**config.mk**
```make
export PLATFORM = sky130hd
export DESIGN_NAME = i2c_rd_master
export DESIGN_NICKNAME = d
export VERILOG_FILES = /design/src/rtl/i2c_rd_master.sv
export SDC_FILE = /design/constraint.sdc
export NUM_CORES = 1
export LEC_CHECK = 0
export ABC_AREA = 1
export BUFFER_PORTS_ARGS = -buffer_cell sky130_fd_sc_hd__buf_4
export CORE_MARGIN = 2
export CORE_UTILIZATION = 55
export CTS_CLUSTER_SIZE = 20
export DETAILED_ROUTE_END_ITERATION = 10
export PLACE_DENSITY_LB_ADDON = 0.1
export SLEW_MARGIN = 20
export SYNTH_ARGS = -nofsm -noshare
export SYNTH_HDL_FRONTEND = slang
export SYNTH_SLANG_ARGS = --single-unit
export TNS_END_PERCENT = 1
```
**constraint.sdc**
```tcl
create_clock -name clk -period 5.84 [get_ports clk]
set_clock_uncertainty 0.2 [all_clocks]
set_input_delay 1.46 -clock clk [delete_from_list [all_inputs] [get_ports clk]]
set_output_delay 1.46 -clock clk [all_outputs]
set_load 0.05 [all_outputs]
```
**src/rtl/i2c_rd_master.sv**
```systemverilog
module i2c_rd_master #(
  parameter int DIV_W = 8
) (
  input  logic             clk,
  input  logic             rst_n,
  input  logic [DIV_W-1:0] div,
  input  logic             start,
  input  logic [6:0]       slave_addr,
  input  logic             ctl_we,
  input  logic             ctl_stop,
  input  logic             ctl_single,
  input  logic             rdy_clr,
  input  logic             sda_in,
  output logic             scl_oe,
  output logic             sda_oe,
  output logic [7:0]       rx_data,
  output logic             rx_ready,
  output logic             irq,
  output logic             busy
);

  typedef enum logic [2:0] {
    S_IDLE, S_START, S_LO, S_HI, S_STALL, S_STOP_LO, S_STOP_HI, S_STOP_END
  } st_t;

  st_t st, nst;
  logic [DIV_W-1:0] dcnt, dlim;
  logic [3:0] bitn;
  logic [7:0] shreg;
  logic [6:0] addr_q;
  logic dphase, last, pend, stop_q, single_q, ack_bad;
  logic tick, want_low, load, byte_end;

  assign dlim     = (div < DIV_W'(2)) ? DIV_W'(2) : div;
  assign tick     = (dcnt == dlim - DIV_W'(1));
  assign load     = pend && !rx_ready;
  assign byte_end = (st == S_HI) && tick && dphase && (bitn == 4'd7);

  assign scl_oe = (st == S_LO) || (st == S_STALL) || (st == S_STOP_LO);
  assign busy   = (st != S_IDLE);
  assign irq    = rx_ready;

  always_comb begin
    if (!dphase)
      want_low = (bitn < 4'd7) ? !addr_q[3'd6 - bitn[2:0]] : 1'b0;
    else
      want_low = (bitn == 4'd8) ? !last : 1'b0;
  end

  always_comb begin
    nst = st;
    case (st)
      S_IDLE:     if (start) nst = S_START;
      S_START:    if (tick) nst = S_LO;
      S_LO:       if (tick) nst = S_HI;
      S_HI: if (tick) begin
        if (bitn == 4'd8)
          nst = (dphase ? last : ack_bad) ? S_STOP_LO : S_LO;
        else if (dphase && bitn == 4'd7)
          nst = S_STALL;
        else
          nst = S_LO;
      end
      S_STALL:    if (!pend && (!single_q || !rx_ready)) nst = S_LO;
      S_STOP_LO:  if (tick) nst = S_STOP_HI;
      S_STOP_HI:  if (tick) nst = S_STOP_END;
      S_STOP_END: if (tick) nst = S_IDLE;
      default:    nst = S_IDLE;
    endcase
  end

  always_ff @(posedge clk or negedge rst_n) begin
    if (!rst_n) begin
      st       <= S_IDLE;
      dcnt     <= '0;
      bitn     <= '0;
      shreg    <= '0;
      addr_q   <= '0;
      dphase   <= 1'b0;
      last     <= 1'b0;
      pend     <= 1'b0;
      stop_q   <= 1'b0;
      single_q <= 1'b0;
      ack_bad  <= 1'b0;
      sda_oe   <= 1'b0;
      rx_data  <= '0;
      rx_ready <= 1'b0;
    end else begin
      st   <= nst;
      dcnt <= (tick || nst != st) ? '0 : dcnt + DIV_W'(1);

      if (st == S_IDLE && start) begin
        addr_q <= slave_addr;
        bitn   <= '0;
        dphase <= 1'b0;
        sda_oe <= 1'b1;
      end

      if (st == S_LO || st == S_STALL) sda_oe <= want_low;
      if (st == S_STOP_LO) sda_oe <= 1'b1;
      if (st == S_STOP_HI && tick) sda_oe <= 1'b0;

      if (st == S_LO && tick) begin
        if (dphase && bitn < 4'd8) shreg <= {shreg[6:0], sda_in};
        if (!dphase && bitn == 4'd8) ack_bad <= sda_in;
      end

      if (st == S_HI && tick) begin
        if (bitn == 4'd8) begin
          bitn   <= '0;
          dphase <= 1'b1;
          last   <= stop_q;
        end else begin
          bitn <= bitn + 4'd1;
        end
      end

      if (byte_end) pend <= 1'b1;
      else if (load) pend <= 1'b0;

      if (load) begin
        rx_data  <= shreg;
        rx_ready <= 1'b1;
      end else if (rdy_clr) begin
        rx_ready <= 1'b0;
      end

      if (ctl_we) stop_q <= ctl_stop;
      else if (st == S_STOP_END && tick) stop_q <= 1'b0;

      if (ctl_we && !busy) single_q <= ctl_single;
    end
  end

endmodule

```
==> summary.txt, run 1 <==
Setup path
  • Crit path buffers/inverters: 3
  • CP max stage delay: roughly 0.23 ns
  • Worst r2r dst: dcnt[7]
  • Crit path max-delay cell type: ha_1
  • CP top delay family: simple AND/OR/NAND/NOR gates
  • Critical path type: input pin to flop
  • Critical path data arrival time: 3.68 ns
  • Required time of the worst setup path: between 5 and 6 ns
  • Worst setup EP type: flop
  • Startpoint Class: input pin
  • Crit-path cells: buf_4 > inv_2 > nand2_1 > nor2_1 > nand2_4 > nand2_4 > ha_1 > inv_1 > nand2_1 > nand2_1 > nand2_1 > nand3_1 > nor2_2 > nand2_1 > nor2_4 > nand3_2 > nor2_2 > o21bai_4 > nor2_4 > nand2_4 > nor2_2
  • Cell depth of the worst flop-to-flop path: 8
  • FF-to-FF setup slack: between 3 and 4 ns
  • CP Depth: 21
  • Crit-path max FO: 8
  • Reg2Reg Launch Point: st[0]
  • Most frequent CP cell: nand2_1

Placed design
  • Pre-CTS worst setup slack: 1.82 ns
  • Port bufs: 35
  • Routability Congestion: between 0.8 and 0.9
  • Final HPWL DP: approximately 4300 um

Clock network
  • Worst-path clk slew: 0.09 ns
  • Post-CTS Resized: 0
  • H-tree levels: 2
  • Later-pin clock latency in the skew report: 0.30 ns
  • Clock Tree Buf Depth: 2
  • Root Buffer Master: clkbuf_8
  • Post-CTS setup buffers: 0
  • CTS Hold Bufs: 0
  • TritonCTS Buffers: 5
  • CTS tree: built
  • Clk sink count: 46

Timing
  • Fin. max-slew vios: 0
  • Slew HR: 61.4%
  • Worst Hold Slack: 0.289 ns
  • Fin crit share: between 60% and 70%
  • Worst slew pin tran: between 0.5 and 0.6 ns
  • Fmax: ~270 MHz
  • Final setup margin: 2.15 ns
  • Tmin final: about 3.7 ns
  • Final hold viol count: 0
  • Final Setup Violations: 0
  • Final setup TNS: 0 ns
  • RSZ-0062 raised after global routing: false

Routing
  • Met1 wire length: 2680 um
  • WL/cell: approximately 12 um
  • DR top layer: met4
  • # DRC: 0
  • ANT nets after route: 0
  • Met2 wire len: 2680 um
  • Drt first pass iters: 4
  • Via count: 2286
  • DR iter-0 viols: 103
  • Met3 routed WL: 165 um
  • Vias per cell: 5.02
  • DRT Wirelength: 5580 um

Yosys
  • Count of different cell masters after synthesis: 37
  • Post-Syn Instances: 350
  • Seq/Total Area, Yosys: 41.7%
  • EDFF count, synth: 0
  • Post-synthesis register bit count: 46
  • Mapped Area: roughly 0.0028 mm^2
  • Synth async-reset ratio: 100%
  • Synthesized Nets: ~380
  • Synth Area per Inst: 7.89 um^2
  • Post-synth top flop: dfrtp_1
  • Synth warn: 0

Floorplan
  • # IOs: 36
  • Die W: between 70 and 80 um
  • Die Area: around 0.0056 mm^2
  • Placement Rows: 25
  • Die Ht: 74.9 um
  • CORE AREA: 0.00479 mm^2
  • Initial core utilization: 57.7%

GRT
  • Largest net degree at the start of global routing: 47
  • Gr usage total: between 20% and 30%
  • First-pass GRT wire length: 9630 um
  • Vias in the first global route: about 2.2k
  • Initial antenna violation count: 0
  • Grt ovf: 0

Finish
  • Share of cells above drive strength 1: 25.0%
  • Fill count: about 420
  • Nets: 414
  • Area growth from synthesis to layout: 15.7%
  • Antenna diodes: 0

Min path
  • Worst min-delay path startpoint: addr_q[3]
  • Hold Crit Depth: 2
  • End of the worst hold path: addr_q[3]
  • Hold WC Path Type: flop to flop

Power
  • Pwr dens: 322 mW/mm^2
  • Worst VDD drop: 0.211 mV
  • Tot Pwr: 1.03 mW
  • Leakage: 1.60 nW

Job
  • Maxcap violations: 0

Outcome
  • Status: completed
cells in the final DEF (no fill, tap or decap):
cell       instances
ha_1               4
xnor2_1            1
inv_1             49
dfrtp_1           46
o21ai_2            8
xor2_2             1
mux2_2             2
nor2_4             4
nand3_2            3
nor2_2            12
nand2_4            5
nand2_1           91
inv_6              2
inv_2              7
clkinv_2           1
buf_4             35
o21bai_4           1
o311ai_0           1
nor3_1             8
nand3b_1           3
nand3_4            1
o21ai_1            2
o221ai_1           1
mux2_4             1
bufinv_16          1
or2_1              1
nor3_2             1
xor2_1             8
nor2_1            27
o31ai_4            1
nand4_1            5
o21ai_0           12
clkbuf_8           5
a311oi_1           1
nand2_2            6
nand3_1           23
a21oi_1            6
o32ai_1            2
registers in the layout (all words and copies together), names as in the netlist, 3 cells and up:
signal and count:
bitn 4, dcnt 8, rx_data 8, shreg 8
st 3, addr_q 7
worst min-delay path, cell delays in order (launching register included):
cell and delay (ns):
dfrtp_1 0.35, nand2_1 0.06, nand2_1 0.05
synth_stat cells, types with 5 or more instances:
library cell | number | area [um^2]
a21oi_1 | 6 | 30.0
nor2_1 | 27 | 101
nor2_2 | 12 | 75.1
o21ai_2 | 8 | 70.1
nand2_2 | 6 | 37.5
nand2_1 | 91 | 342
dfrtp_1 | 46 | 1150
inv_2 | 7 | 26.3
nand4_1 | 5 | 31.3
nor3_1 | 8 | 40.0
nand3_1 | 23 | 115
o21ai_0 | 12 | 60.1
xor2_1 | 8 | 70.1
inv_1 | 49 | 184
nand2_4 | 5 | 56.3
area by class of cell:
class | instances | area [um^2] | area share (%)
inverter | 57 | 215 | 6.73
clock buffer | 5 | 68.8 | 2.15
multi-input combinational | 242 | 1370 | 42.8
timing repair buffer | 35 | 263 | 8.22
tap | 67 | 83.8 | 2.62
clock inverter | 3 | 47.5 | 1.49
sequential | 46 | 1150 | 36.0
stage by stage:
step / instance area [um^2] / utilization, % / std cells
floorplan: 2760 / - / 350
global placement: 3080 / 64.3 / 447
detailed placement: 3080 / 64.3 / 447
CTS: 3200 / 66.8 / 455
global route: 3200 / 66.8 / 455
finish: 3200 / 66.8 / 455
logic make-up (layout without fill, tap and decap cells):
| kind of cell | Yosys count | count (layout) | share of synthesized area [%] |
|---|---|---|---|
| AOI/OAI and AO/OA | 35 | 35 | 9.19 |
| xor gates and xnor gates | 10 | 10 | 3.44 |
| adders and majority gates | 4 | 4 | 1.81 |
| buffers and inverters | 62 | 100 | 8.88 |
| DFF | 46 | 46 | 41.7 |
| muxes | 3 | 3 | 1.36 |
| and+or+nand+nor | 190 | 190 | 33.7 |
power breakdown:
| part | total, mW | internal (mW) | switching, mW |
|---|---|---|---|
| logic | 0.341 | 0.129 | 0.212 |
| registers | 0.441 | 0.380 | 0.0604 |
| clock network | 0.248 | 0.131 | 0.117 |
| total | 1.03 | 0.640 | 0.390 |
per-layer routing:
layer	track usage, %	vias up
met5	0	-
met4	5.36	0
met3	3.35	5
met2	36.3	43
met1	31.9	1066
li1	-	1172
how the worst max path moves through the flow:
stage               startpoint  endpoint  slack (ns)
floorplan               div[2]      last        2.22
global placement        div[2]   dcnt[0]        1.89
detailed placement      div[2]   dcnt[7]        1.82
CTS                     div[2]   dcnt[7]        2.13
global route            div[2]   dcnt[7]        1.93
finish                  div[2]   dcnt[7]        2.15
Note: power is estimated with default switching activity, not from simulation.
==> inputs of run 2 (changes only) <==
--- a/config.mk
+++ b/config.mk
@@ -5,10 +5,10 @@
 export SDC_FILE = /design/constraint.sdc
 export NUM_CORES = 1
 export LEC_CHECK = 0
-export ABC_AREA = 1
+export ABC_AREA = 0
 export BUFFER_PORTS_ARGS = -buffer_cell sky130_fd_sc_hd__buf_4
 export CORE_MARGIN = 2
-export CORE_UTILIZATION = 55
+export CORE_UTILIZATION = 51
 export CTS_CLUSTER_SIZE = 20
 export DETAILED_ROUTE_END_ITERATION = 10
 export PLACE_DENSITY_LB_ADDON = 0.1
==> constraint.sdc (replaced) <==
create_clock -name clk -period 3 [get_ports clk]
set_clock_uncertainty 0.2 [all_clocks]
set_input_delay 0.75 -clock clk [delete_from_list [all_inputs] [get_ports clk]]
set_output_delay 0.75 -clock clk [all_outputs]
set_load 0.05 [all_outputs]
==> summary.txt, run 2 <==
Setup path
  • Startpoint Class: input pin (unchanged)
  • Critical path type: input pin to flop (unchanged)
  • Worst setup EP type: flop (unchanged)
  • Critical path data arrival time: 3.35 ns (was 3.68 ns)
  • Required time of the worst setup path: 3.00 ns (was 5.83 ns)
  • Crit-path max FO: 8 (unchanged)
  • Cell depth of the worst flop-to-flop path: 7 (was 8)

Finish
  • Area growth from synthesis to layout: 26.6% (was 15.7%)
  • Nets: 315 (was 414)
  • Most frequent cells in the layout: buf_4, dfrtp_1, mux2_2 (was nand2_1, inv_1, dfrtp_1)
  • Layout Cells excl Fill: 356 (was 455)
  • Antenna diodes: 0 (unchanged)
  • Fill count: 380 (was 423)
  • Leading cell type in the layout, fill and taps excluded: buf_4 (was nand2_1)
  • Share of cells above drive strength 1: 39.1% (was 25.0%)
  • Top Registers: dcnt: 8 flops, rx_data: 8 flops, shreg: 8 flops (unchanged)

Min path
  • Hold WC Path Type: input pin to asynchronous set/reset pin (was flop to flop)

Timing
  • Fin crit share: 112%
  • Tmin final: 3.35 ns
  • Slew HR: 56.1% (was 61.4%)
  • Fmax: 299 MHz
  • Final setup TNS: -4.12 ns (was 0 ns)
  • Fin. max-slew vios: 0 (unchanged)
  • Final hold viol count: 0 (unchanged)
  • Final Setup Violations: 18 (was 0)
  • RSZ-0062 raised after global routing: true (was false)
  • Final setup margin: -0.350 ns (was 2.15 ns)
  • Worst slew pin tran: 0.657 ns (was 0.578 ns)

Yosys
  • Most common cell in the netlist: dfrtp_1 (was nand2_1)
  • Dominant cells by area after synthesis: dfrtp_1, mux2_2, mux2_4 (was dfrtp_1, nand2_1, inv_1)
  • Synth warn: 0 (unchanged)
  • Count of different cell masters after synthesis: 49 (was 37)
  • Post-Syn Instances: 230 (was 350)
  • Post-synth top flop: dfrtp_1 (unchanged)
  • Seq/Total Area, Yosys: 45.9% (was 41.7%)
  • Mapped Area: 0.00251 mm^2 (was 0.00276 mm^2)
  • Share of the synthesized area in the top cell type: 45.9% (was 41.7%)
  • Synth async-reset ratio: 100% (unchanged)
  • Cell taking the most area after synthesis: dfrtp_1 (unchanged)
  • EDFF count, synth: 0 (unchanged)
  • Post-synthesis register bit count: 46 (unchanged)
  • Top cell types by occurrence after synthesis: dfrtp_1, mux2_2, nor2_1 (was nand2_1, inv_1, dfrtp_1)
  • Synthesized Nets: 257 (was 377)
  • Synth Area per Inst: 10.9 um^2 (was 7.89 um^2)

Clock network
  • TritonCTS Buffers: 5 (unchanged)
  • Clk sink count: 46 (unchanged)
  • H-tree levels: 2 (unchanged)
  • Later-pin clock latency in the skew report: 0.30 ns (about the same)
  • Worst-path clk slew: 0.10 ns (was 0.09 ns)
  • CTS tree: built (unchanged)
  • Clock Tree Buf Depth: 2 (unchanged)
  • CTS Hold Bufs: 0 (unchanged)
  • Root Buffer Master: clkbuf_8 (unchanged)

GRT
  • First-pass GRT wire length: 8280 um (was 9630 um)
  • Vias in the first global route: 1792 (was 2160)
  • Initial antenna violation count: 0 (unchanged)
  • Gr usage total: 19.3% (was 22.4%)
  • Largest net degree at the start of global routing: 47 (unchanged)
  • Grt ovf: 0 (unchanged)

Routing
  • DR iter-0 viols: 73 (was 103)
  • DRT Wirelength: 4810 um (was 5580 um)
  • WL/cell: 13.5 um (was 12.3 um)
  • # DRC: 0 (unchanged)
  • Vias per cell: 5.37 (was 5.02)
  • Via count: 1912 (was 2286)
  • Drt first pass iters: 4 (unchanged)
  • ANT nets after route: 0 (unchanged)

Outcome
  • Status: finished with violations (was completed)
  • Failing checks: setup timing

Placed design
  • Dpl cells: 346 (was 447)
  • Routability Congestion: 0.827 (was 0.891)
  • Final HPWL DP: 3560 um (was 4290 um)
  • Port bufs: 35 (unchanged)

Floorplan
  • Initial core utilization: 53.1% (was 57.7%)
  • Placement Rows: 25 (unchanged)
  • Die Ht: 74.1 um (was 74.9 um)
  • CORE AREA: 0.00472 mm^2 (was 0.00479 mm^2)
  • # IOs: 36 (unchanged)
  • Die Area: 0.00549 mm^2 (was 0.00561 mm^2)
  • Die W: 74.1 um (was 74.9 um)

Power
  • Leakage: 1.48 nW (was 1.60 nW)
  • Worst VDD drop: 0.396 mV (was 0.211 mV)
  • Pwr dens: 555 mW/mm^2 (was 322 mW/mm^2)

Job
  • Maxcap violations: 0 (unchanged)
[run 2: cell types whose count changed after synthesis, sizes merged, moves of 4 or more]
cell / delta
xor2: -4
nor2: -25
nand3: -21
mux2: +26
nor4: +4
xnor2: +8
o21ai: -14
a21oi: +4
nand2b: +7
inv: -48
nand2: -88
nor2b: +5
[run 2: stage by stage]
step	area (um^2)	setup WS, ns	util (%)	hold slack, ns	power (mW)
2_1_floorplan	2530	-0.476	-	0.254	1.19
3_3_place_gp	3010	-0.658	63.7	0.283	1.36
5_1_grt	3170	-0.488	67.2	0.291	1.87
4_1_cts	3160	-0.328	66.9	0.268	1.78
3_5_place_dp	3010	-0.707	63.7	0.290	1.37
6_report	3170	-0.350	67.2	0.247	1.76
[run 2: routing by layer]
metal	GRT usage, %	vias up	share of wire [%]
met5	0	-	0
met1	26.8	932	49
met4	5.45	0	1.1
met2	31.4	29	47
met3	3.25	5	2.4
li1	-	946	-
[run 2: final timing paths]
path,startpoint,to,slack [ns]
hold reg to reg,addr_q[4],addr_q[4],0.31
setup / recovery,div[6],shreg[6],-0.35
setup reg to reg,dcnt[2],shreg[6],0.29
max in group asynchronous,rst_n,rx_data[2],1.95
hold / removal,rst_n,addr_q[2],0.25
min in group clk,addr_q[4],addr_q[4],0.31
[run 2: area by class of cell]
type                    instances  area (um^2)  share of cell area [%]
clock buffers                   5         68.8                    2.17
well taps                      67         83.8                    2.64
flip-flops and latches         46         1150                    36.3
repair buffers                 59          467                    14.7
clock inverters                 3         23.8                   0.750
inverters                       8         30.0                   0.947
multi-input cells             168         1350                    42.5
[run 2: critical path, cell delays in order]
cell       delay (ns)
buf_6            0.10
nor4_4           0.28
nand2_1          0.12
o21ai_2          0.14
ha_2             0.19
nor4bb_4         0.22
o32ai_2          0.14
nor4b_4          0.30
o2111ai_2        0.14
or4b_1           0.50
buf_6            0.17
mux2_4           0.29
[run 2: report_power, final]
part	internal, mW	total [mW]	switching (mW)
combinational	0.267	0.558	0.291
clock	0.167	0.384	0.217
sequential	0.696	0.819	0.123
[run 2: kinds of logic (layout without fill, tap and decap cells)]
group	Yosys count	in the layout	share of synthesized area [%]
buffers and inverters	16	75	2.85
XOR/XNOR	14	14	4.89
flip-flops	46	46	45.9
multiplexers	33	33	16.3
adder cells (fa/ha/maj)	4	4	2.00
AO/OA/AOI/OAI	35	35	9.44
AND/OR/NAND/NOR	82	82	18.6
[run 2: timing repair]
action	4_1_cts	5_1_grt
endpoints found under the setup margin	19	29
resized for setup	9	2
pin swaps	2	0
setup buffers	2	0
==> inputs of run 3 (changes only) <==
--- a/config.mk
+++ b/config.mk
@@ -8,7 +8,7 @@
 export ABC_AREA = 0
 export BUFFER_PORTS_ARGS = -buffer_cell sky130_fd_sc_hd__buf_4
 export CORE_MARGIN = 2
-export CORE_UTILIZATION = 51
+export CORE_UTILIZATION = 40
 export CTS_CLUSTER_SIZE = 20
 export DETAILED_ROUTE_END_ITERATION = 10
 export PLACE_DENSITY_LB_ADDON = 0.1
==> summary.txt, run 3 (synthesized netlist as in run 2, its figures left out) <==
Power
  • Worst VDD drop: 0.536 mV (was 0.396 mV)
  • Pwr dens: 580 mW/mm^2 (was 555 mW/mm^2)
  • Tot Pwr: 1.85 mW (was 1.76 mW)
  • Leakage: 1.50 nW (was 1.48 nW)

Routing
  • WL/cell: 14.1 um (was 13.5 um)
  • DRT Wirelength: 5100 um (was 4810 um)
  • # DRC: 0 (unchanged)
  • Vias per cell: 5.28 (was 5.37)
  • ANT nets after route: 0 (unchanged)
  • DR iter-0 viols: 85 (was 73)
  • Via count: 1916 (was 1912)
  • Drt first pass iters: 4 (unchanged)

Finish
  • Nets: 314 (was 315)
  • Most frequent cells in the layout: buf_4, dfrtp_1, mux2_2 (unchanged)
  • Area growth from synthesis to layout: 27.3% (was 26.6%)
  • Top Registers: dcnt: 8 flops, rx_data: 8 flops, shreg: 8 flops (unchanged)
  • Leading cell type in the layout, fill and taps excluded: buf_4 (unchanged)
  • Share of cells above drive strength 1: 37.8% (was 39.1%)
  • Core Util, Final: 53.3% (was 67.2%)
  • Antenna diodes: 0 (unchanged)

Timing
  • Fin crit share: 111% (was 112%)
  • Slew HR: 51.8% (was 56.1%)
  • Fmax: 299 MHz (about the same)
  • Fin. max-slew vios: 0 (unchanged)
  • Final hold viol count: 0 (unchanged)
  • RSZ-0062 raised after global routing: true (unchanged)
  • Worst slew pin tran: 0.721 ns (was 0.657 ns)
  • Final Setup Violations: 17 (was 18)
  • Final setup margin: -0.344 ns (was -0.350 ns)
  • Final setup TNS: -3.45 ns (was -4.12 ns)
  • Tmin final: 3.34 ns (was 3.35 ns)

Clock network
  • TritonCTS Buffers: 5 (unchanged)
  • Post-CTS setup buffers: 0 (was 2)
  • CTS Hold Bufs: 0 (unchanged)
  • Root Buffer Master: clkbuf_8 (unchanged)
  • H-tree levels: 2 (unchanged)
  • Clk sink count: 46 (unchanged)
  • Clock Tree Buf Depth: 2 (unchanged)
  • Later-pin clock latency in the skew report: 0.30 ns (about the same)
  • CTS tree: built (unchanged)
  • Worst-path clk slew: 0.09 ns (was 0.10 ns)

GRT
  • Vias in the first global route: 1838 (was 1792)
  • First-pass GRT wire length: 8890 um (was 8280 um)
  • Initial antenna violation count: 0 (unchanged)
  • Largest net degree at the start of global routing: 47 (unchanged)
  • Grt ovf: 0 (unchanged)
  • Gr usage total: 15.6% (was 19.3%)

Floorplan
  • Initial core utilization: 41.8% (was 53.1%)
  • Die Area: 0.00691 mm^2 (was 0.00549 mm^2)
  • CORE AREA: 0.00599 mm^2 (was 0.00472 mm^2)
  • # IOs: 36 (unchanged)
  • Placement Rows: 28 (was 25)
  • Die Ht: 83.2 um (was 74.1 um)
  • Die W: 83.2 um (was 74.1 um)

Setup path
  • Critical path data arrival time: 3.33 ns (was 3.35 ns)
  • Worst setup EP type: flop (unchanged)
  • Crit-path max FO: 8 (unchanged)
  • Required time of the worst setup path: 2.98 ns (was 3.00 ns)
  • Crit path max-delay cell type: or4b_1 (unchanged)
  • Cell depth of the worst flop-to-flop path: 7 (unchanged)
  • Startpoint Class: input pin (unchanged)
  • CP max stage delay: 0.51 ns (was 0.50 ns)
  • Critical path type: input pin to flop (unchanged)
  • Crit-path cells: buf_6 > nor4_4 > nand2_1 > nor2_1 > nor2_1 > ha_1 > xor2_1 > o21ai_1 > nor4b_4 > o2111ai_2 > or4b_1 > buf_6 > mux2_4 (was buf_6 > nor4_4 > nand2_1 > o21ai_2 > ha_2 > nor4bb_4 > o32ai_2 > nor4b_4 > o2111ai_2 > or4b_1 > buf_6 > mux2_4)

Job
  • Maxcap violations: 0 (unchanged)

Outcome
  • Failing checks: setup timing (unchanged)
  • Status: finished with violations (unchanged)

Min path
  • Hold WC Path Type: input pin to asynchronous set/reset pin (unchanged)

Placed design
  • Final HPWL DP: 3660 um (was 3560 um)
  • Routability Congestion: 0.773 (was 0.827)
  • Port bufs: 35 (unchanged)
[run 3: cell types whose count changed in the layout (fill, tap and decap cells not counted), sizes merged]
cell      delta
buf          -1
bufinv       +1
clkbuf       +1
clkinvlp     -1
inv          -1
[run 3: layout make-up]
cell class / instances / area [um^2]
Fill cell: 539 / 2800
Multi-Input combinational cell: 168 / 1350
Sequential cell: 46 / 1150
Timing Repair Buffer: 58 / 459
Tap cell: 75 / 93.8
Clock buffer: 6 / 72.6
Clock inverter: 2 / 37.5
Inverter: 8 / 30.0
[run 3: worst paths after layout]
kind	slack, ns	end	startpoint
max	-0.34	shreg[7]	div[6]
min	0.23	addr_q[0]	rst_n
max reg2reg	0.28	shreg[7]	dcnt[2]
min reg2reg	0.31	addr_q[4]	addr_q[4]
max in group asynchronous	1.95	shreg[7]	rst_n
min in group clk	0.31	addr_q[4]	addr_q[4]
[run 3: report_power, final]
part / internal, mW / total, mW / switching (mW)
clock network: 0.249 / 0.458 / 0.209
registers: 0.696 / 0.816 / 0.120
logic: 0.275 / 0.576 / 0.301
[run 3: metal layers]
metal	vias up	GRT usage [%]	share of wire, %
met3	5	2.78	2.7
met2	25	23.3	46
met5	-	0	0
met4	0	4.92	1.1
met1	946	22.9	50
li1	940	-	-
[run 3: worst max-delay path, delay by kind of cell]
| family | cells | cell delay (ns) |
|---|---|---|
| xor gates and xnor gates | 1 | 0.15 |
| muxes | 1 | 0.29 |
| and+or+nand+nor | 6 | 1.30 |
| buffers and inverters | 2 | 0.27 |
| AOI/OAI and AO/OA | 2 | 0.28 |
| adders and majority gates | 1 | 0.28 |
[run 3: what timing repair did]
item,in CTS,in global routing
gates resized for setup,10,0
gates cloned,0,0
pin swaps,2,0
setup endpoints to repair,19,29
[run 3: per-stage QoR]
| stage | std cells | cell area [um^2] | hold slack, ns | setup WS [ns] |
|---|---|---|---|---|
| 2_1_floorplan | 230 | 2530 | 0.254 | -0.476 |
| 3_3_place_gp | 355 | 3030 | 0.285 | -0.668 |
| 3_5_place_dp | 355 | 3030 | 0.292 | -0.757 |
| 4_1_cts | 363 | 3190 | 0.257 | -0.364 |
| 5_1_grt | 363 | 3190 | 0.267 | -0.515 |
| 6_report | 363 | 3190 | 0.234 | -0.344 |
